`src/rtl/uart_pkt_pkg.sv`:
```
package uart_pkt_pkg;
  typedef enum logic [1:0] {
    RX_IDLE  = 2'd0,
    RX_START = 2'd1,
    RX_DATA  = 2'd2,
    RX_STOP  = 2'd3
  } rx_state_e;
endpackage

```
`src/rtl/pkt_uart_rx.sv`:
```
module pkt_uart_rx
  import uart_pkt_pkg::*;
#(
  parameter int CLK_DIV = 1248,
  parameter int DATA_W  = 8
) (
  input  logic              clk,
  input  logic              rst_n,
  input  logic              rxd,
  output logic              byte_vld,
  output logic [DATA_W-1:0] byte_data
);
  localparam int HALF  = CLK_DIV / 2;
  localparam int CNT_W = $clog2(CLK_DIV);
  localparam int BIT_W = $clog2(DATA_W + 1);

  logic              sync1_q, sync2_q, prev_q;
  rx_state_e         st_q, st_n;
  logic [CNT_W-1:0]  cnt_q, cnt_n;
  logic [BIT_W-1:0]  bit_q, bit_n;
  logic [DATA_W-1:0] sh_q, sh_n;
  logic              vld_q, vld_n, ferr_q, ferr_n;

  // Next-state logic: midpoint sampling, glitch rejection at half bit
  always_comb begin
    st_n   = st_q;
    cnt_n  = cnt_q;
    bit_n  = bit_q;
    sh_n   = sh_q;
    vld_n  = 1'b0;
    ferr_n = 1'b0;
    unique case (st_q)
      RX_IDLE: begin
        if (prev_q && !sync2_q) begin
          st_n  = RX_START;
          cnt_n = '0;
        end
      end
      RX_START: begin
        if (cnt_q == CNT_W'(HALF - 1)) begin
          cnt_n = '0;
          bit_n = '0;
          st_n  = sync2_q ? RX_IDLE : RX_DATA;
        end else begin
          cnt_n = cnt_q + 1'b1;
        end
      end
      RX_DATA: begin
        if (cnt_q == CNT_W'(CLK_DIV - 1)) begin
          cnt_n = '0;
          sh_n  = {sync2_q, sh_q[DATA_W-1:1]};
          if (bit_q == BIT_W'(DATA_W - 1)) st_n = RX_STOP;
          else                             bit_n = bit_q + 1'b1;
        end else begin
          cnt_n = cnt_q + 1'b1;
        end
      end
      RX_STOP: begin
        if (cnt_q == CNT_W'(CLK_DIV - 1)) begin
          cnt_n = '0;
          st_n  = RX_IDLE;
          if (sync2_q) vld_n  = 1'b1;
          else         ferr_n = 1'b1;
        end else begin
          cnt_n = cnt_q + 1'b1;
        end
      end
      default: st_n = RX_IDLE;
    endcase
  end

  always_ff @(posedge clk or negedge rst_n) begin
    if (!rst_n) begin
      sync1_q <= 1'b1;
      sync2_q <= 1'b1;
      prev_q  <= 1'b1;
      st_q    <= RX_IDLE;
      cnt_q   <= '0;
      bit_q   <= '0;
      sh_q    <= '0;
      vld_q   <= 1'b0;
      ferr_q  <= 1'b0;
    end else begin
      sync1_q <= rxd;
      sync2_q <= sync1_q;
      prev_q  <= sync2_q;
      st_q    <= st_n;
      cnt_q   <= cnt_n;
      bit_q   <= bit_n;
      sh_q    <= sh_n;
      vld_q   <= vld_n;
      ferr_q  <= ferr_n;
    end
  end

  assign byte_vld  = vld_q;
  assign byte_data = sh_q;

  assert_vld_single_R1: assert property (@(posedge clk) disable iff (!rst_n)
    vld_q |=> !vld_q);
  assert_ferr_excl_R7: assert property (@(posedge clk) disable iff (!rst_n)
    !(vld_q && ferr_q));
endmodule

```
`src/rtl/pkt_mover.sv`:
```
module pkt_mover #(
  parameter int PKT_BYTES = 64,
  parameter int DATA_W    = 8
) (
  input  logic                         clk,
  input  logic                         rst_n,
  input  logic                         byte_vld,
  input  logic [DATA_W-1:0]            byte_data,
  input  logic                         pkt_sent,
  output logic                         wr_en,
  output logic [$clog2(PKT_BYTES)-1:0] wr_addr,
  output logic [DATA_W-1:0]            wr_data,
  output logic                         pkt_ready,
  output logic                         done_irq,
  output logic                         rts
);
  localparam int ADDR_W = $clog2(PKT_BYTES);
  localparam int PTR_W  = $clog2(PKT_BYTES + 1);

  logic             en_q, en_n;
  logic [PTR_W-1:0] ptr_q, ptr_n, base;
  logic             rdy_q, rdy_n, irq_q, irq_n;
  logic             rearm, accept;

  always_comb begin
    rearm  = pkt_sent && !en_q;
    accept = byte_vld && (en_q || rearm);
    base   = rearm ? '0 : ptr_q;
    en_n   = en_q;
    ptr_n  = ptr_q;
    rdy_n  = rdy_q;
    irq_n  = 1'b0;
    if (rearm) begin
      en_n  = 1'b1;
      rdy_n = 1'b0;
      ptr_n = '0;
    end
    if (accept) begin
      ptr_n = base + 1'b1;
      if (base == PTR_W'(PKT_BYTES - 1)) begin
        en_n  = 1'b0;
        rdy_n = 1'b1;
        irq_n = 1'b1;
      end
    end
  end

  always_ff @(posedge clk or negedge rst_n) begin
    if (!rst_n) begin
      en_q  <= 1'b1;
      ptr_q <= '0;
      rdy_q <= 1'b0;
      irq_q <= 1'b0;
    end else begin
      en_q  <= en_n;
      ptr_q <= ptr_n;
      rdy_q <= rdy_n;
      irq_q <= irq_n;
    end
  end

  assign wr_en     = accept;
  assign wr_addr   = base[ADDR_W-1:0];
  assign wr_data   = byte_data;
  assign pkt_ready = rdy_q;
  assign done_irq  = irq_q;
  assign rts       = en_q && (ptr_q != PTR_W'(PKT_BYTES));

  assert_irq_pulse_R4: assert property (@(posedge clk) disable iff (!rst_n)
    irq_q |=> !irq_q);
  assert_ready_with_irq_R4: assert property (@(posedge clk) disable iff (!rst_n)
    $rose(rdy_q) |-> irq_q);
  assert_ptr_bound_R3: assert property (@(posedge clk) disable iff (!rst_n)
    ptr_q <= PTR_W'(PKT_BYTES));
  assert_paused_rts_R8: assert property (@(posedge clk) disable iff (!rst_n)
    rdy_q |-> !rts);
  assert_rearm_R6: assert property (@(posedge clk) disable iff (!rst_n)
    (pkt_sent && rdy_q) |=> !rdy_q);
endmodule

```
`src/rtl/pkt_buffer.sv`:
```
module pkt_buffer #(
  parameter int DEPTH  = 64,
  parameter int DATA_W = 8
) (
  input  logic                     clk,
  input  logic                     rst_n,
  input  logic                     wr_en,
  input  logic [$clog2(DEPTH)-1:0] wr_addr,
  input  logic [DATA_W-1:0]        wr_data,
  input  logic                     rd_en,
  input  logic [$clog2(DEPTH)-1:0] rd_addr,
  output logic [DATA_W-1:0]        rd_data
);
  logic [DATA_W-1:0] mem [DEPTH];

  always_ff @(posedge clk) begin
    if (wr_en) mem[wr_addr] <= wr_data;
  end

  always_ff @(posedge clk or negedge rst_n) begin
    if (!rst_n)     rd_data <= '0;
    else if (rd_en) rd_data <= mem[rd_addr];
  end
endmodule

```
`src/rtl/uart_pkt_bridge.sv`:
```
module uart_pkt_bridge #(
  parameter int CLK_DIV   = 1248,
  parameter int PKT_BYTES = 64,
  parameter int DATA_W    = 8
) (
  input  logic                         clk,
  input  logic                         rst_n,
  input  logic                         rxd,
  input  logic                         pkt_sent,
  input  logic                         rd_en,
  input  logic [$clog2(PKT_BYTES)-1:0] rd_addr,
  output logic [DATA_W-1:0]            rd_data,
  output logic                         pkt_ready,
  output logic                         done_irq,
  output logic                         rts
);
  localparam int ADDR_W = $clog2(PKT_BYTES);

  logic [1:0]        rst_sync_q;
  logic              rst_int_n;
  logic              byte_vld, wr_en;
  logic [DATA_W-1:0] byte_data, wr_data;
  logic [ADDR_W-1:0] wr_addr;

  // Asynchronous assert, synchronous release
  always_ff @(posedge clk or negedge rst_n) begin
    if (!rst_n) rst_sync_q <= 2'b00;
    else        rst_sync_q <= {rst_sync_q[0], 1'b1};
  end
  assign rst_int_n = rst_sync_q[1];

  pkt_uart_rx #(.CLK_DIV(CLK_DIV), .DATA_W(DATA_W)) u_rx (
    .clk(clk), .rst_n(rst_int_n), .rxd(rxd),
    .byte_vld(byte_vld), .byte_data(byte_data)
  );

  pkt_mover #(.PKT_BYTES(PKT_BYTES), .DATA_W(DATA_W)) u_mover (
    .clk(clk), .rst_n(rst_int_n), .byte_vld(byte_vld), .byte_data(byte_data),
    .pkt_sent(pkt_sent), .wr_en(wr_en), .wr_addr(wr_addr), .wr_data(wr_data),
    .pkt_ready(pkt_ready), .done_irq(done_irq), .rts(rts)
  );

  pkt_buffer #(.DEPTH(PKT_BYTES), .DATA_W(DATA_W)) u_buf (
    .clk(clk), .rst_n(rst_int_n), .wr_en(wr_en), .wr_addr(wr_addr),
    .wr_data(wr_data), .rd_en(rd_en), .rd_addr(rd_addr), .rd_data(rd_data)
  );
endmodule

```
`config.mk`:
```
export PLATFORM = sky130hd
export DESIGN_NAME = uart_pkt_bridge
export DESIGN_NICKNAME = d
export VERILOG_FILES = /design/src/rtl/uart_pkt_pkg.sv /design/src/rtl/pkt_uart_rx.sv /design/src/rtl/pkt_mover.sv /design/src/rtl/pkt_buffer.sv /design/src/rtl/uart_pkt_bridge.sv
export SDC_FILE = /design/constraint.sdc
export NUM_CORES = 1
export LEC_CHECK = 0
export CORE_MARGIN = 4
export CORE_UTILIZATION = 50
export CTS_CLUSTER_SIZE = 10
export DETAILED_ROUTE_END_ITERATION = 12
export GPL_TIMING_DRIVEN = 0
export HOLD_SLACK_MARGIN = 0.15
export PLACE_DENSITY = 0.75
export SETUP_SLACK_MARGIN = 0.4
export SYNTH_ARGS = -nofsm -noshare
export SYNTH_HDL_FRONTEND = slang
export SYNTH_SLANG_ARGS = --single-unit
export TNS_END_PERCENT = 100
```
`constraint.sdc`:
```
create_clock -name clk -period 1.35 [get_ports clk]
set_input_delay 0.135 -clock clk [delete_from_list [all_inputs] [get_ports clk]]
set_output_delay 0.135 -clock clk [all_outputs]
set_load 0.01 [all_outputs]
```
Yosys cells after proc, flatten, opt, wreduce, memory -nomap -nowiden. Memory sizes are Yosys's and may differ from the RTL's. A register that Yosys moved wholly into a read port is not among the register bits. Cells that the tools add are included.

Word-level logic and storage cells: 75. Bits of input ports: 11. Memories kept: 1. Register bits after elaboration: 41. RAM bits: 512.

Equal/unequal tests: 14. Mux-type cells: 30. $add $sub $neg: 3. Reduce and logical (&&, ||, !) cells: 14.

Memory list: u_buf.mem (depth 64, bits a word 8, rd ports 1, clocked after memory_dff 1, wr ports 1, line pkt_buffer.sv:14) `logic [DATA_W-1:0] mem [DEPTH];`.

Operators by type and width (number): $mux 11 (3); $pmux 11 s3 (1); $mux 7 (2); $mux 1 (13); $mux 2 (6); $mux 4 (3); $add 11x1->11 const B (1); $eq 11x10->1 const B (1); $eq 11x11->1 const B (1); $ne 2x1->1 const B (5); $pmux 2 s4 (1); $pmux 4 s2 (1); $add 7x1->7 const B (1); $eq 7x6->1 const B (1); $ne 7x7->1 const B (1); $reduce_and 5->1 (1); $add 4x1->4 const B (1); $eq 2x2->1 const B (2); $eq 4x3->1 const B (1); $logic_and 1x1->1 (4); $reduce_and 4->1 (1); $logic_not 1->1 (3); $eq 2x1->1 const B (1); $logic_not 2->1 (1); 5 further kinds (5).

Longest topological paths before layout.
Depth in word-level cells: 6. Mapped depth: 8.

Modules after synthesis. From an unflattened synthesis, not the netlist that was laid out.

Cells, all modules: 1127. Area, all modules: 22255.1 µm².

By module, submodules not included: pkt_buffer (area each 20226.9 µm², seq. area each 15574.9 µm², cells an instance 939, times used 1); pkt_uart_rx (area each 1418.9 µm², seq. area each 729.4 µm², cells an instance 132, times used 1); pkt_mover (area each 555.5 µm², seq. area each 251.5 µm², cells an instance 53, times used 1); uart_pkt_bridge (area each 53.8 µm², seq. area each 50.0 µm², cells an instance 3, times used 1).

Least setup slack after synthesis. OpenSTA, ideal clock, no wires.

Kind: register to register. Start point: register u_rx.cnt_q[7]. End point: register u_rx.bit_q[3]. Clock period less this slack: 2.248 ns. Path slack: -0.898 ns. Path buffers: 1. Cell stages (with the launch flop): 7. Library setup time: 0.078 ns. Arrival time: 2.171 ns. Data required time: 1.272 ns. Path through: dfrtp_1 -> or4b_1 -> or4_1 -> buf_2 -> o2bb2ai_2 -> or4_1 -> a21boi_1.

Word-level cells in the longest chain between the ends: 3. Elaborated cells between the ends (all ways): 5. Classes of those cells: eq/ne (4); reduce/logical (1).

Ends and longest elaborated chain: from (decl) (line pkt_uart_rx.sv:19) `logic [CNT_W-1:0] cnt_q, cnt_n;`; from (signal assigned) (line pkt_uart_rx.sv:88) `cnt_q <= cnt_n;`; $eq 11x11->1 / $eq 11x10->1 (equally long branches) (line pkt_uart_rx.sv:49, pkt_uart_rx.sv:40); $ne 2x1->1 (no line); $reduce_and 4->1 (no line) (*); to (signal assigned) (line pkt_uart_rx.sv:89) `bit_q <= bit_n;`; to (decl) (line pkt_uart_rx.sv:20) `logic [BIT_W-1:0] bit_q, bit_n;`.

Mark *: on every way between the ends. The rest lies on a longest branch, timed or not. A chain may end at the register's enable or synchronous reset.

Worst setup path after layout.
Start point: register u_rx.cnt_q[5]. End point: register u_rx.bit_q[3].

The elaborated chain is that of the path after synthesis.

==> reports/qor.yml <==
status: "finished with violations"
violations: "negative setup slack"
finalHoldViolCount: 0
powerDensity_nw_per_um2: 1290
ys_ff_latch: 561
fin_crit_ns: 2.34
synth_fp_nets: 1135
port-buffer-count: 17
synth_cell_types: 50
worstHoldPathType: "input port to register"
end_kind: "register"
syn_to_final_growth_pct: 26.9
grt_antenna_before_repair: 1
num_vias: 11900
fin_nets: 1332
synth-compound-area-share_pct: 2.91
worstPathRequired_ns: 1.83
vias_per_cell: 6.17
layout.cells.non_filler: 1921
synth_xor_area_share_pct: 0.238
wl_per_cell_um: 28.0
cap_viol_max_count: 0
hpwl_um: 29000
path_buf_inv: 1
fp-row-count: 76
antenna_cells: 0
synth_common_cells: "edfxtp_1, mux4_2, nor2_1, dfrtp_1, mux2i_1"
drive_above_1_share_pct: 43.3
coreArea_um2: 43400
drt_pass1_iterations: 5
synth.top_cell.area_share_pct: 69.6
clock.fmax_mhz: 428
start_util_pct: 51.0
path_clk_slew_ns: 0.05
place_area_um2: 24100
path_class: "register to register"
gr-usage-all-layers_pct: 20.9
place_inst: 1724
ctsRootBufferMaster: "clkbuf_16"
grt_pass1_vias: 11800
drc_errors: 0
dominantRegCellSynth: "edfxtp_1"
slowest_stage: "or4b_4"
ios: 22
grt_max_degree: 67
final_area_um2: 28000
clk_path_buf_depth: 3
numClockSinks: 561
cp_max_fo: 8
dieWidth_um: 218
clock_skew_ns: 0.0262
clk_latency_ns: 0.57
rsz0062_at_grt: "true"
timing.final.crit_share_pct: 173
synth_top_family_by_area: "multiplexers"
dieHeight_um: 218
final_max_slew_viol_count: 0
cts_buffers: 66
peakVddDrop_uv: 824
synth_enable_flop_cells: 512
syn_inst: 1121
setup_slack_ns: -0.987
filler_cell_count: 2781
cts_max_level: 3
setup_viol: 557
slew_headroom_pct: 38.5
async_reset_ff_share_pct: 8.73
overflow: 0
cp_top_family: "simple AND/OR/NAND/NOR gates"
critPathMaxStageDelay_ns: 0.55
gp_congestion: 0.827
cp.arrival_ns: 2.82
routed_wirelength_um: 53800
drt-initial-drc-count: 1168
final-seq-area_um2: 16600
synthSimpleGateAreaFrac_pct: 3.77
final_antenna_net_count: 0
multi_input_area_um2: 6610
grt_first_pass_wirelength_um: 74200
yosysSeqAreaShare_pct: 75.1
synth_mux_area_share_pct: 16.4
crit_chain: "buf_8 > or4b_4 > o31ai_4 > a21oi_2 > or4_4 > a21boi_2"
synth_most_common_cell: "edfxtp_1"
leakage_nw: 10.3
start_kind: "register"
synth_top_cell_by_area: "edfxtp_1"
worst_slew_pin_slew_ns: 0.923
ys_top_cells_by_area: "edfxtp_1, mux4_2, dfrtp_1, mux2_2, mux2i_1"
finalPower_mw: 36.1
syn_area_um2: 22100
avgSynthCellArea_um2: 19.7
synth-adder-area-share_pct: 0.170
dieArea_um2: 47600
cts_tree: "yes"
yosysWarnings: 0
[routing by layer]
layer	GRT usage, %	up-vias	share of wire (%)
met3	4.85	77	8.6
met5	0	-	0
li1	-	4963	-
met1	29.9	6231	39
met2	32.8	591	50
met4	5.75	0	2.5
[metrics by stage]
| stage | utilization [%] | setup WS [ns] | setup TNS, ns | hold slack (ns) |
|---|---|---|---|---|
| CTS | 61.6 | -0.955 | -300.53 | 0.169 |
| floorplan | - | -0.859 | -217.26 | -0.161 |
| detailed placement | 55.6 | -1.65 | -461.22 | 0.310 |
| finish | 64.7 | -0.987 | -289.84 | 0.221 |
| global route | 64.7 | -1.09 | -322.24 | 0.244 |
| global placement | 55.5 | -1.57 | -495.19 | 0.309 |
[power by group]
group / switching, mW / leakage [nW] / internal, mW
logic: 0.942 / 2.97 / 0.818
registers: 0.154 / 6.47 / 18.8
clock network: 6.42 / 0.867 / 8.96
[tightest hold or removal path, stage by stage]
cell and delay, ns:
clkbuf_1 0.12, nand2b_1 0.07, buf_1 0.22, o221ai_2 0.21
[timing repair]
item / CTS / global route
endpoints found under the setup margin: 1126 / 1126
pin swaps: 33 / 55
hold endpoints to repair: 11 / 0
setup buffers: 41 / 65
resized for setup: 75 / 102
gates cloned: 0 / 2
hold buffers: 3 / 0
[sequential cells by signal, summed over array words and instances, names as in the netlist, named ones only]
signal	cells
u_rx.sync2_q	1
u_mover.pkt_ready	1
u_rx.sync1_q	1
u_mover.done_irq	1
u_buf.rd_data	8
u_rx.st_q	1
u_rx.cnt_q	11
u_rx.byte_vld	1
rst_sync_q	2
u_rx.bit_q	4
u_rx.byte_data	8
u_buf.mem	512
u_mover.ptr_q	7
u_mover.en_q	1
u_rx.prev_q	1
[final cells by class]
type / count / share of cell area (%)
plain buffers: 59 / 1.66
inverters: 17 / 0.254
multi-input cells: 484 / 23.6
well taps: 585 / 2.61
repair buffers: 129 / 6.22
flip-flops and latches: 561 / 59.3
clock inverters: 5 / 0.125
clock buffers: 81 / 6.20
[layout by cell type (no fill, tap or decap), drive strengths merged, types with 3 or more instances in the layout]
| master | instances |
|---|---|
| dfstp | 4 |
| inv | 20 |
| nand3 | 24 |
| a21oi | 10 |
| mux2i | 45 |
| xor2 | 3 |
| a22oi | 16 |
| xnor2 | 3 |
| dlygate4sd3 | 3 |
| clkbuf | 122 |
| nor3 | 5 |
| nor2 | 87 |
| o21ai | 11 |
| and3 | 5 |
| o2bb2ai | 3 |
| nor2b | 10 |
| a221oi | 8 |
| nand2b | 7 |
| dfrtp | 45 |
| buf | 138 |
| edfxtp | 512 |
| mux4 | 120 |
| or3 | 4 |
| mux2 | 41 |
| o221ai | 16 |
| nand2 | 26 |
| clkdlybuf4s50 | 6 |
| a22o | 3 |
| o22ai | 8 |
| o31ai | 3 |
| ha | 3 |
[logic make-up (layout without fill, tap and decap cells)]
logic type               Yosys count  in the layout
AO/OA/AOI/OAI                     88             88
adder cells (fa/ha/maj)            3              3
multiplexers                     206            206
flip-flops                       561            561
other                              1              1
AND/OR/NAND/NOR                  180            180
XOR/XNOR                           6              6
buffers and inverters             76            291
[worst paths after layout]
path,slack [ns],endpoint,cells past startpoint,from
setup / recovery,-0.99,u_rx.bit_q[3],6,u_rx.cnt_q[5]
hold / removal,0.22,u_buf.rd_data[0],4,rd_en
setup reg to reg,-0.99,u_rx.bit_q[3],6,u_rx.cnt_q[5]
hold reg to reg,0.26,u_rx.byte_data[3],0,rst_sync_q[1]
max in group asynchronous,0.54,u_rx.sync2_q,1,rst_sync_q[1]
min in group asynchronous,0.26,u_rx.byte_data[3],0,rst_sync_q[1]
No activity file was read; power rests on OpenSTA's default activity.
